### src/rtl/sio_regbank_pkg.sv
package sio_regbank_pkg;

  typedef enum logic [1:0] {
    A_DATA = 2'b00,
    A_SYNC = 2'b01,
    A_MODE = 2'b10,
    A_CMD  = 2'b11
  } reg_addr_e;

  localparam int CB_DTR    = 1;
  localparam int CB_ERRCLR = 4;
  localparam int CB_RTS    = 5;

  typedef struct packed {
    logic thr_wr;
    logic rhr_rd;
    logic stat_rd;
    logic sync_wr;
    logic mode_acc;
    logic mode_wr;
    logic cmd_rd;
    logic cmd_wr;
  } acc_ev_t;

endpackage

### src/rtl/sio_acc_decode.sv
module sio_acc_decode
  import sio_regbank_pkg::*;
(
  input  logic       acc_stb,
  input  logic       cs_n,
  input  logic [1:0] addr,
  input  logic       wr_en,
  output acc_ev_t    ev
);

  logic live;

  always_comb begin
    live        = acc_stb & ~cs_n;
    ev          = '0;
    ev.thr_wr   = live &  wr_en & (addr == A_DATA);
    ev.rhr_rd   = live & ~wr_en & (addr == A_DATA);
    ev.stat_rd  = live & ~wr_en & (addr == A_SYNC);
    ev.sync_wr  = live &  wr_en & (addr == A_SYNC);
    ev.mode_acc = live &          (addr == A_MODE);
    ev.mode_wr  = live &  wr_en & (addr == A_MODE);
    ev.cmd_rd   = live & ~wr_en & (addr == A_CMD);
    ev.cmd_wr   = live &  wr_en & (addr == A_CMD);
  end

endmodule

### src/rtl/sio_ptr_seq.sv
module sio_ptr_seq #(
  parameter int NREG = 3,
  parameter int IW   = (NREG > 1) ? $clog2(NREG) : 1
) (
  input  logic          clk,
  input  logic          rst_n,
  input  logic          adv,
  input  logic          clr,
  output logic [IW-1:0] idx_q
);

  localparam logic [IW-1:0] LAST = IW'(NREG - 1);

  logic [IW-1:0] idx_d;
  logic          idx_en;

  always_comb begin
    idx_en = adv | clr;
    idx_d  = idx_q;
    if (clr)
      idx_d = '0;
    else if (adv)
      idx_d = (idx_q == LAST) ? '0 : idx_q + 1'b1;
  end

  always_ff @(posedge clk or negedge rst_n) begin
    if (!rst_n)
      idx_q <= '0;
    else if (idx_en)
      idx_q <= idx_d;
  end

  AST_PTR_IN_RANGE: assert property (@(posedge clk) disable iff (!rst_n)
    idx_q <= LAST);
  AST_PTR_CLEAR: assert property (@(posedge clk) disable iff (!rst_n)
    clr |=> (idx_q == '0));
  AST_PTR_HOLD: assert property (@(posedge clk) disable iff (!rst_n)
    (!adv && !clr) |=> $stable(idx_q));

endmodule

### src/rtl/sio_stat_reg.sv
module sio_stat_reg (
  input  logic       clk,
  input  logic       rst_n,
  input  logic       fe_set,
  input  logic       oe_set,
  input  logic       pe_set,
  input  logic       clr,
  input  logic       dcd_n,
  input  logic       dsr_n,
  output logic [2:0] err_q,
  output logic       dcd_q,
  output logic       dsr_q
);

  logic [2:0] set_v;
  logic [2:0] err_d;

  always_comb begin
    set_v = {fe_set, oe_set, pe_set};
    err_d = (clr ? 3'b000 : err_q) | set_v;
  end

  always_ff @(posedge clk or negedge rst_n) begin
    if (!rst_n) begin
      err_q <= '0;
      dcd_q <= 1'b0;
      dsr_q <= 1'b0;
    end else begin
      err_q <= err_d;
      dcd_q <= ~dcd_n;
      dsr_q <= ~dsr_n;
    end
  end

  AST_ERR_CLEARED: assert property (@(posedge clk) disable iff (!rst_n)
    (clr && !fe_set && !oe_set && !pe_set) |=> (err_q == 3'b000));

endmodule

### src/rtl/sio_regbank.sv
module sio_regbank
  import sio_regbank_pkg::*;
#(
  parameter int DW    = 8,
  parameter int NSYNC = 3,
  parameter int NMODE = 2
) (
  input  logic          clk,
  input  logic          rst_n,
  input  logic          acc_stb,
  input  logic          cs_n,
  input  logic [1:0]    addr,
  input  logic          wr_en,
  input  logic [DW-1:0] wdata,
  output logic [DW-1:0] rdata,
  output logic          rdata_oe,
  input  logic [DW-1:0] rhr_data,
  input  logic          rx_rdy,
  input  logic          tx_rdy,
  input  logic          tx_emt,
  input  logic          fe_set,
  input  logic          oe_set,
  input  logic          pe_set,
  input  logic          dcd_n,
  input  logic          dsr_n,
  output logic [DW-1:0] syn1_q,
  output logic [DW-1:0] syn2_q,
  output logic [DW-1:0] dle_q,
  output logic [DW-1:0] mode1_q,
  output logic [DW-1:0] mode2_q,
  output logic [DW-1:0] cmd_q,
  output logic [DW-1:0] thr_q,
  output logic          thr_load,
  output logic          rhr_taken,
  output logic          err_clr,
  output logic          dtr_n,
  output logic          rts_n
);

  localparam int SIW = (NSYNC > 1) ? $clog2(NSYNC) : 1;
  localparam int MIW = (NMODE > 1) ? $clog2(NMODE) : 1;

  acc_ev_t        ev;
  logic [SIW-1:0] sptr;
  logic [MIW-1:0] mptr;
  logic [DW-1:0]  syn_q  [NSYNC];
  logic [DW-1:0]  mode_q [NMODE];
  logic [DW-1:0]  cmd_d;
  logic [DW-1:0]  stat_v;
  logic [2:0]     err_q;
  logic           dcd_q;
  logic           dsr_q;
  logic           errclr_cmd;

  sio_acc_decode u_dec (
    .acc_stb (acc_stb),
    .cs_n    (cs_n),
    .addr    (addr),
    .wr_en   (wr_en),
    .ev      (ev)
  );

  sio_ptr_seq #(.NREG(NSYNC), .IW(SIW)) u_sptr (
    .clk   (clk),
    .rst_n (rst_n),
    .adv   (ev.sync_wr),
    .clr   (ev.cmd_rd),
    .idx_q (sptr)
  );

  sio_ptr_seq #(.NREG(NMODE), .IW(MIW)) u_mptr (
    .clk   (clk),
    .rst_n (rst_n),
    .adv   (ev.mode_acc),
    .clr   (ev.cmd_rd),
    .idx_q (mptr)
  );

  always_comb errclr_cmd = ev.cmd_wr & wdata[CB_ERRCLR];

  sio_stat_reg u_stat (
    .clk    (clk),
    .rst_n  (rst_n),
    .fe_set (fe_set),
    .oe_set (oe_set),
    .pe_set (pe_set),
    .clr    (errclr_cmd),
    .dcd_n  (dcd_n),
    .dsr_n  (dsr_n),
    .err_q  (err_q),
    .dcd_q  (dcd_q),
    .dsr_q  (dsr_q)
  );

  for (genvar gi = 0; gi < NSYNC; gi++) begin : g_syn
    logic syn_en;
    always_comb syn_en = ev.sync_wr & (sptr == SIW'(gi));
    always_ff @(posedge clk or negedge rst_n) begin
      if (!rst_n)
        syn_q[gi] <= '0;
      else if (syn_en)
        syn_q[gi] <= wdata;
    end
  end

  for (genvar gm = 0; gm < NMODE; gm++) begin : g_mode
    logic mode_en;
    always_comb mode_en = ev.mode_wr & (mptr == MIW'(gm));
    always_ff @(posedge clk or negedge rst_n) begin
      if (!rst_n)
        mode_q[gm] <= '0;
      else if (mode_en)
        mode_q[gm] <= wdata;
    end
  end

  always_comb begin
    cmd_d             = wdata;
    cmd_d[CB_ERRCLR]  = 1'b0;
  end

  always_ff @(posedge clk or negedge rst_n) begin
    if (!rst_n)
      cmd_q <= '0;
    else if (ev.cmd_wr)
      cmd_q <= cmd_d;
  end

  always_ff @(posedge clk or negedge rst_n) begin
    if (!rst_n)
      thr_q <= '0;
    else if (ev.thr_wr)
      thr_q <= wdata;
  end

  always_ff @(posedge clk or negedge rst_n) begin
    if (!rst_n) begin
      thr_load  <= 1'b0;
      rhr_taken <= 1'b0;
      err_clr   <= 1'b0;
    end else begin
      thr_load  <= ev.thr_wr;
      rhr_taken <= ev.rhr_rd;
      err_clr   <= errclr_cmd;
    end
  end

  always_comb begin
    syn1_q  = syn_q[0];
    syn2_q  = syn_q[1];
    dle_q   = syn_q[2];
    mode1_q = mode_q[0];
    mode2_q = mode_q[1];
    dtr_n   = ~cmd_q[CB_DTR];
    rts_n   = ~cmd_q[CB_RTS];
  end

  always_comb begin
    stat_v   = {dsr_q, dcd_q, err_q, tx_emt, rx_rdy, tx_rdy};
    rdata_oe = ~cs_n & ~wr_en;
    rdata    = '0;
    if (rdata_oe) begin
      case (addr)
        A_DATA:  rdata = rhr_data;
        A_SYNC:  rdata = stat_v;
        A_MODE:  rdata = mode_q[mptr];
        default: rdata = cmd_q;
      endcase
    end
  end

  AST_THR_CAPTURE: assert property (@(posedge clk) disable iff (!rst_n)
    thr_load |-> (thr_q == $past(wdata)));

endmodule

### config.mk
export PLATFORM = sky130hd
export DESIGN_NAME = sio_regbank
export DESIGN_NICKNAME = d
export VERILOG_FILES = /design/src/rtl/sio_regbank_pkg.sv /design/src/rtl/sio_acc_decode.sv /design/src/rtl/sio_ptr_seq.sv /design/src/rtl/sio_stat_reg.sv /design/src/rtl/sio_regbank.sv
export SDC_FILE = /design/constraint.sdc
export NUM_CORES = 1
export LEC_CHECK = 0
export BUFFER_PORTS_ARGS = -buffer_cell sky130_fd_sc_hd__clkbuf_2
export CORE_UTILIZATION = 35
export CTS_CLUSTER_SIZE = 12
export DETAILED_ROUTE_END_ITERATION = 7
export GPL_TIMING_DRIVEN = 1
export PLACE_DENSITY = 0.68
export SKIP_CTS_REPAIR_TIMING = 1
export SLEW_MARGIN = 15
export SYNTH_ARGS = -nofsm -noshare
export SYNTH_HDL_FRONTEND = slang
export SYNTH_SLANG_ARGS = --single-unit
### constraint.sdc
create_clock -name clk -period 2.23 [get_ports clk]
set_input_delay 0.223 -clock clk [delete_from_list [all_inputs] [get_ports clk]]
set_output_delay 0.223 -clock clk [all_outputs]
set_load 0.03 [all_outputs]
* After elaboration in Yosys (flattened, before gate mapping) *
Cells that the tools add are included.

cells by class
  equality and inequality tests = 5
  order comparisons = 1
  muxes and demuxes = 12
  $add $sub $neg = 2
  reduce and logical (&&, ||, !) cells = 6
  bitwise operators = 28

operators with widths
  kind                 number
  $mux 8               4
  $pmux 8 s3           1
  $and 1x1->1          17
  $not 1->1            7
  $eq 2x2->1 const B   3
  $mux 2               3
  $eq 2x1->1 const B   2
  $logic_not 2->1      2
  $reduce_and 2->1     2
  $reduce_bool 2->1    2
  $mux 1               3
  $mux 3               1
  $or 3x3->3           1
  $add 2x1->2 const B  1
  $ge 2x2->1 const B   1
  $not 1->2            1
  $or 1x1->1           2
  $add 1x1->1 const B  1

storage, ports and cells
  word-level logic and storage cells = 69
  bits in registers = 66
  output and inout bits = 70

* Depth between registers and ports, before layout *
  depth in word-level cells = 7
  depth in mapped cells = 5
  gate-level depth less buffers = 3

* Cells and area by module *
A second synthesis with hierarchy kept.

unflattened totals
  cells, all modules = 193
  area total of the unflattened synthesis = 2866.5 sq um

by module, submodules not included
  module                cells an instance  instances  sequential area each (sq um)  area an instance (sq um)
  sio_regbank           158                1          1451.4                        2509.9
  sio_stat_reg          11                 1          125.1                         158.9
  sio_ptr_seq (u_sptr)  8                  1          50.0                          88.8
  sio_acc_decode        13                 1          0.0                           71.3
  sio_ptr_seq (u_mptr)  3                  1          25.0                          37.5

* Least setup slack after synthesis *
Ideal clock, no wire load.

  path type = flip-flop to output port
  start point = register u_mptr.idx_q
  end point = output rdata[0]
  path buffers = 1
  required time = 2.007 ns
  stages on the path, launching flop included = 5
  path slack = 0.459 ns
  arrival = 1.548 ns
  path through = dfrtp_1 > buf_2 > mux2_2 > mux4_2 > and2_1

on the way
  longest elaborated chain between the ends = 6

ends and longest elaborated chain
  item                                        RTL line            RTL
  start, declared                             sio_ptr_seq.sv:9    output logic [IW-1:0] idx_q
  start signal, assigned                      sio_ptr_seq.sv:30   idx_q <= idx_d;
  $not 1->2 (not written as such)             sio_regbank.sv:166  A_MODE: rdata = mode_q[mptr];
  $mux 8 (not written as such) (3 in series)  sio_regbank.sv:166
  $pmux 8 s3                                  sio_regbank.sv:163  case (addr)
  $mux 8                                      sio_regbank.sv:162  if (rdata_oe) begin
  end, declared                               sio_regbank.sv:15   output logic [DW-1:0] rdata,

No other way between the ends. The select of a mux whose other input is x is not followed.

* Worst setup path after layout *
  start point = register u_mptr.idx_q
  end point = output rdata[2]

The elaborated chain is that of the path after synthesis.

==> impl_metrics.tcl <==
set metrics [dict create \
    run_status "finished, final reports clean" \
    synth_cell_types 33 \
    combinationalPowerShare_pct 34.9 \
    numCtsBuffers 9 \
    wl_mm 7.33 \
    switching_power_mw 1.49 \
    maxCapViolCount 0 \
    viasPerCell 4.83 \
    cts_tree "done" \
    hp-class "in2reg" \
    final_nets 344 \
    syn_to_final_growth_pct 32.1 \
    synth_seq_cells 66 \
    post_drt_wl_per_cell_um 17.3 \
    antenna_cells 0 \
    grt_max_degree 35 \
    drive_gt1_share_pct 64.8 \
    synth_area_mm2 0.00294 \
    arrival_ns 1.95 \
    p_seq_share_pct 41.1 \
    grt_first_pass_wirelength_mm 11.2 \
    synth_top_area_cell "dfrtp_1" \
    hpwlAfterDp_mm 5.39 \
    pre_cts_ws_ns 0.141 \
    tightestPinTransition_ns 0.777 \
    slowest_delay_ns 0.45 \
    clkSlewWorstSetupHoldPaths_ns 0.08 \
    io_pins 101 \
    grt_pass1_vias 2037 \
    ys.flop_type "dfrtp_1" \
    min_period_ns 2.18 \
    dieArea_mm2 0.00877 \
    synthesis.nets 225 \
    core_mm2 0.00818 \
    rsz0062_at_grt "true" \
    powerDensity_mw_per_mm2 1030 \
    clockRootBuffer "clkbuf_8" \
    setup_viol 0 \
    start_util_pct 36.0 \
    ir_drop_mv 0.482 \
    yosysMostFrequentCell "dfrtp_1" \
    final_util_pct 47.5 \
    finClkSkew_ns 0.0114 \
    port_buffers 99 \
    dr.pass1.iters 7 \
    yosysTopAreaCellShare_pct 56.2 \
    gp_congestion 0.774 \
    power.share.switching_pct 37.2 \
    synth-edff-count 0 \
    cts_num_sinks 66 \
    relSlewSlack_pct 48.2 \
    num_rows 33 \
    worstSetupStartpointType "flop" \
    drc 0 \
    drtIter0Drc 62 \
    vias 2041 \
    avgSynthCellArea_um2 15.1 \
    p_clk_share_pct 24.0 \
    worst_path_max_delay_cell "mux4_2" \
    synth-async-reset-ratio_pct 100 \
    clockBufferDepth 2 \
    setup_slack_ns 0.0536 \
    gr-total-overflow 0 \
    ys_seq_area_share_pct 56.2 \
    p_leak_nw 2.01 \
    fin_crit_sh_pct 97.6 \
    postSynthCellCount 194 \
    crit_type "reg2out" \
    yosys-top-cells-count "66 x dfrtp_1, 54 x mux2_2, 8 x inv_1, 8 x mux2_4" \
    cpMostUsedCell "buf_6" \
    required_ns 2.01 \
    die_y_um 93.6 \
    worstPathMaxFanout 4 \
    internal_power_mw 2.51 \
    die_w_um 93.6 \
    synthTopCellsByArea "dfrtp_1 56%, mux2_2 21%, mux4_2 5.4%, mux2_4 4.1%, and2_1 1.5%" \
    crit_path_end_kind "output port" \
    grt_util_all_layers_pct 17.4 \
    drt.antenna.violating_nets 0 \
    yosysWarnings 0 \
    slew_viol_final 0 \
    power_mw 4.00 \
    finalHoldViolations 0 \
    fmax_mhz 459 \
    path_cells "buf_6, mux2_2, mux4_2, and2_1, buf_6" \
    insertion_delay_ns 0.34 \
    htreeDepth 3 \
    antenna_found_initial 0 \
]
cell usage in the layout (no fill, tap or decap), types with 2 or more instances in the layout:
master and count:
nand3_1 2, nor3b_1 2, and3b_1 2, a21o_1 3
buf_4 14, dfrtp_1 65, buf_6 6, inv_1 8
nor2_1 3, and2_1 7, clkinv_2 4, mux2_4 8
nand2_1 4, mux4_2 7, mux2_2 54, clkbuf_8 9
buf_2 4, mux2i_1 2, clkbuf_2 91
power groups by stage:
stage	clock [mW]	combinational, mW	sequential [mW]
after floorplan	0	0.444	2.12
after global placement	0	1.32	1.67
after detailed placement	0	1.34	1.68
after CTS	0.982	1.34	1.66
after global routing	1.04	1.48	1.68
final	0.962	1.40	1.65
metal layers:
layer	vias up	share of wire (%)	global-route usage, %
met5	-	0	0
met4	0	0.68	4.23
met3	7	7.3	6.18
met2	72	48	28.1
met1	1031	44	22.4
li1	931	-	-
kinds of logic after synthesis:
group           after synthesis  share of synthesized area [%]
mux                          71                           30.8
buf+inv                      18                           2.98
flops                        66                           56.2
compound gates                9                           2.47
other cells                   1                          0.128
simple gates                 29                           7.41
worst max-delay path, delay by kind of cell (launching register included):
| family | cells | cell delay, ns |
|---|---|---|
| flip-flops | 1 | 0.39 |
| multiplexers | 2 | 0.77 |
| buffers and inverters | 2 | 0.27 |
| AND/OR/NAND/NOR | 1 | 0.18 |
cell type report:
class	count	area (um^2)
Fill cell	762	4290
Tap cell	105	131
Sequential cell	66	1650
Timing Repair Buffer	117	678
Clock inverter	6	57.6
Inverter	9	33.8
Multi-Input combinational cell	110	1200
Clock buffer	10	128
metrics by stage:
step                hold slack, ns  std cells  instance area (um^2)  setup TNS (ns)
floorplan                  -0.0726        194                  2940               0
global placement             0.335        400                  3610               0
detailed placement           0.340        400                  3610               0
CTS                        -0.0269        416                  3790           -1.48
global route               0.00592        423                  3880        -0.00160
finish                      0.0179        423                  3880               0
final timing paths:
kind	startpoint	endpoint	slack (ns)	cells past startpoint
worst min-delay path	dsr_n	u_stat.dsr_q	0.02	2
min in group asynchronous	rst_n	mode2_q[7]	0.50	2
worst max register to register	u_mptr.idx_q	mode1_q[6]	0.47	6
max in group asynchronous	rst_n	u_mptr.idx_q	1.09	3
worst max-delay path	u_mptr.idx_q	rdata[2]	0.05	5
worst min register to register	u_stat.err_q[2]	u_stat.err_q[2]	0.49	1
flip-flops by register name (all words and copies together), names as in the netlist:
| name | count |
|---|---|
| u_stat.err_q | 3 |
| cmd_q | 7 |
| err_clr | 1 |
| dle_q | 8 |
| syn1_q | 8 |
| syn2_q | 8 |
| u_stat.dcd_q | 1 |
| thr_load | 1 |
| u_stat.dsr_q | 1 |
| mode2_q | 8 |
| mode1_q | 8 |
| rhr_taken | 1 |
| thr_q | 8 |
| u_mptr.idx_q | 1 |
| u_sptr.idx_q | 2 |
(Power assumes the default switching activity.)
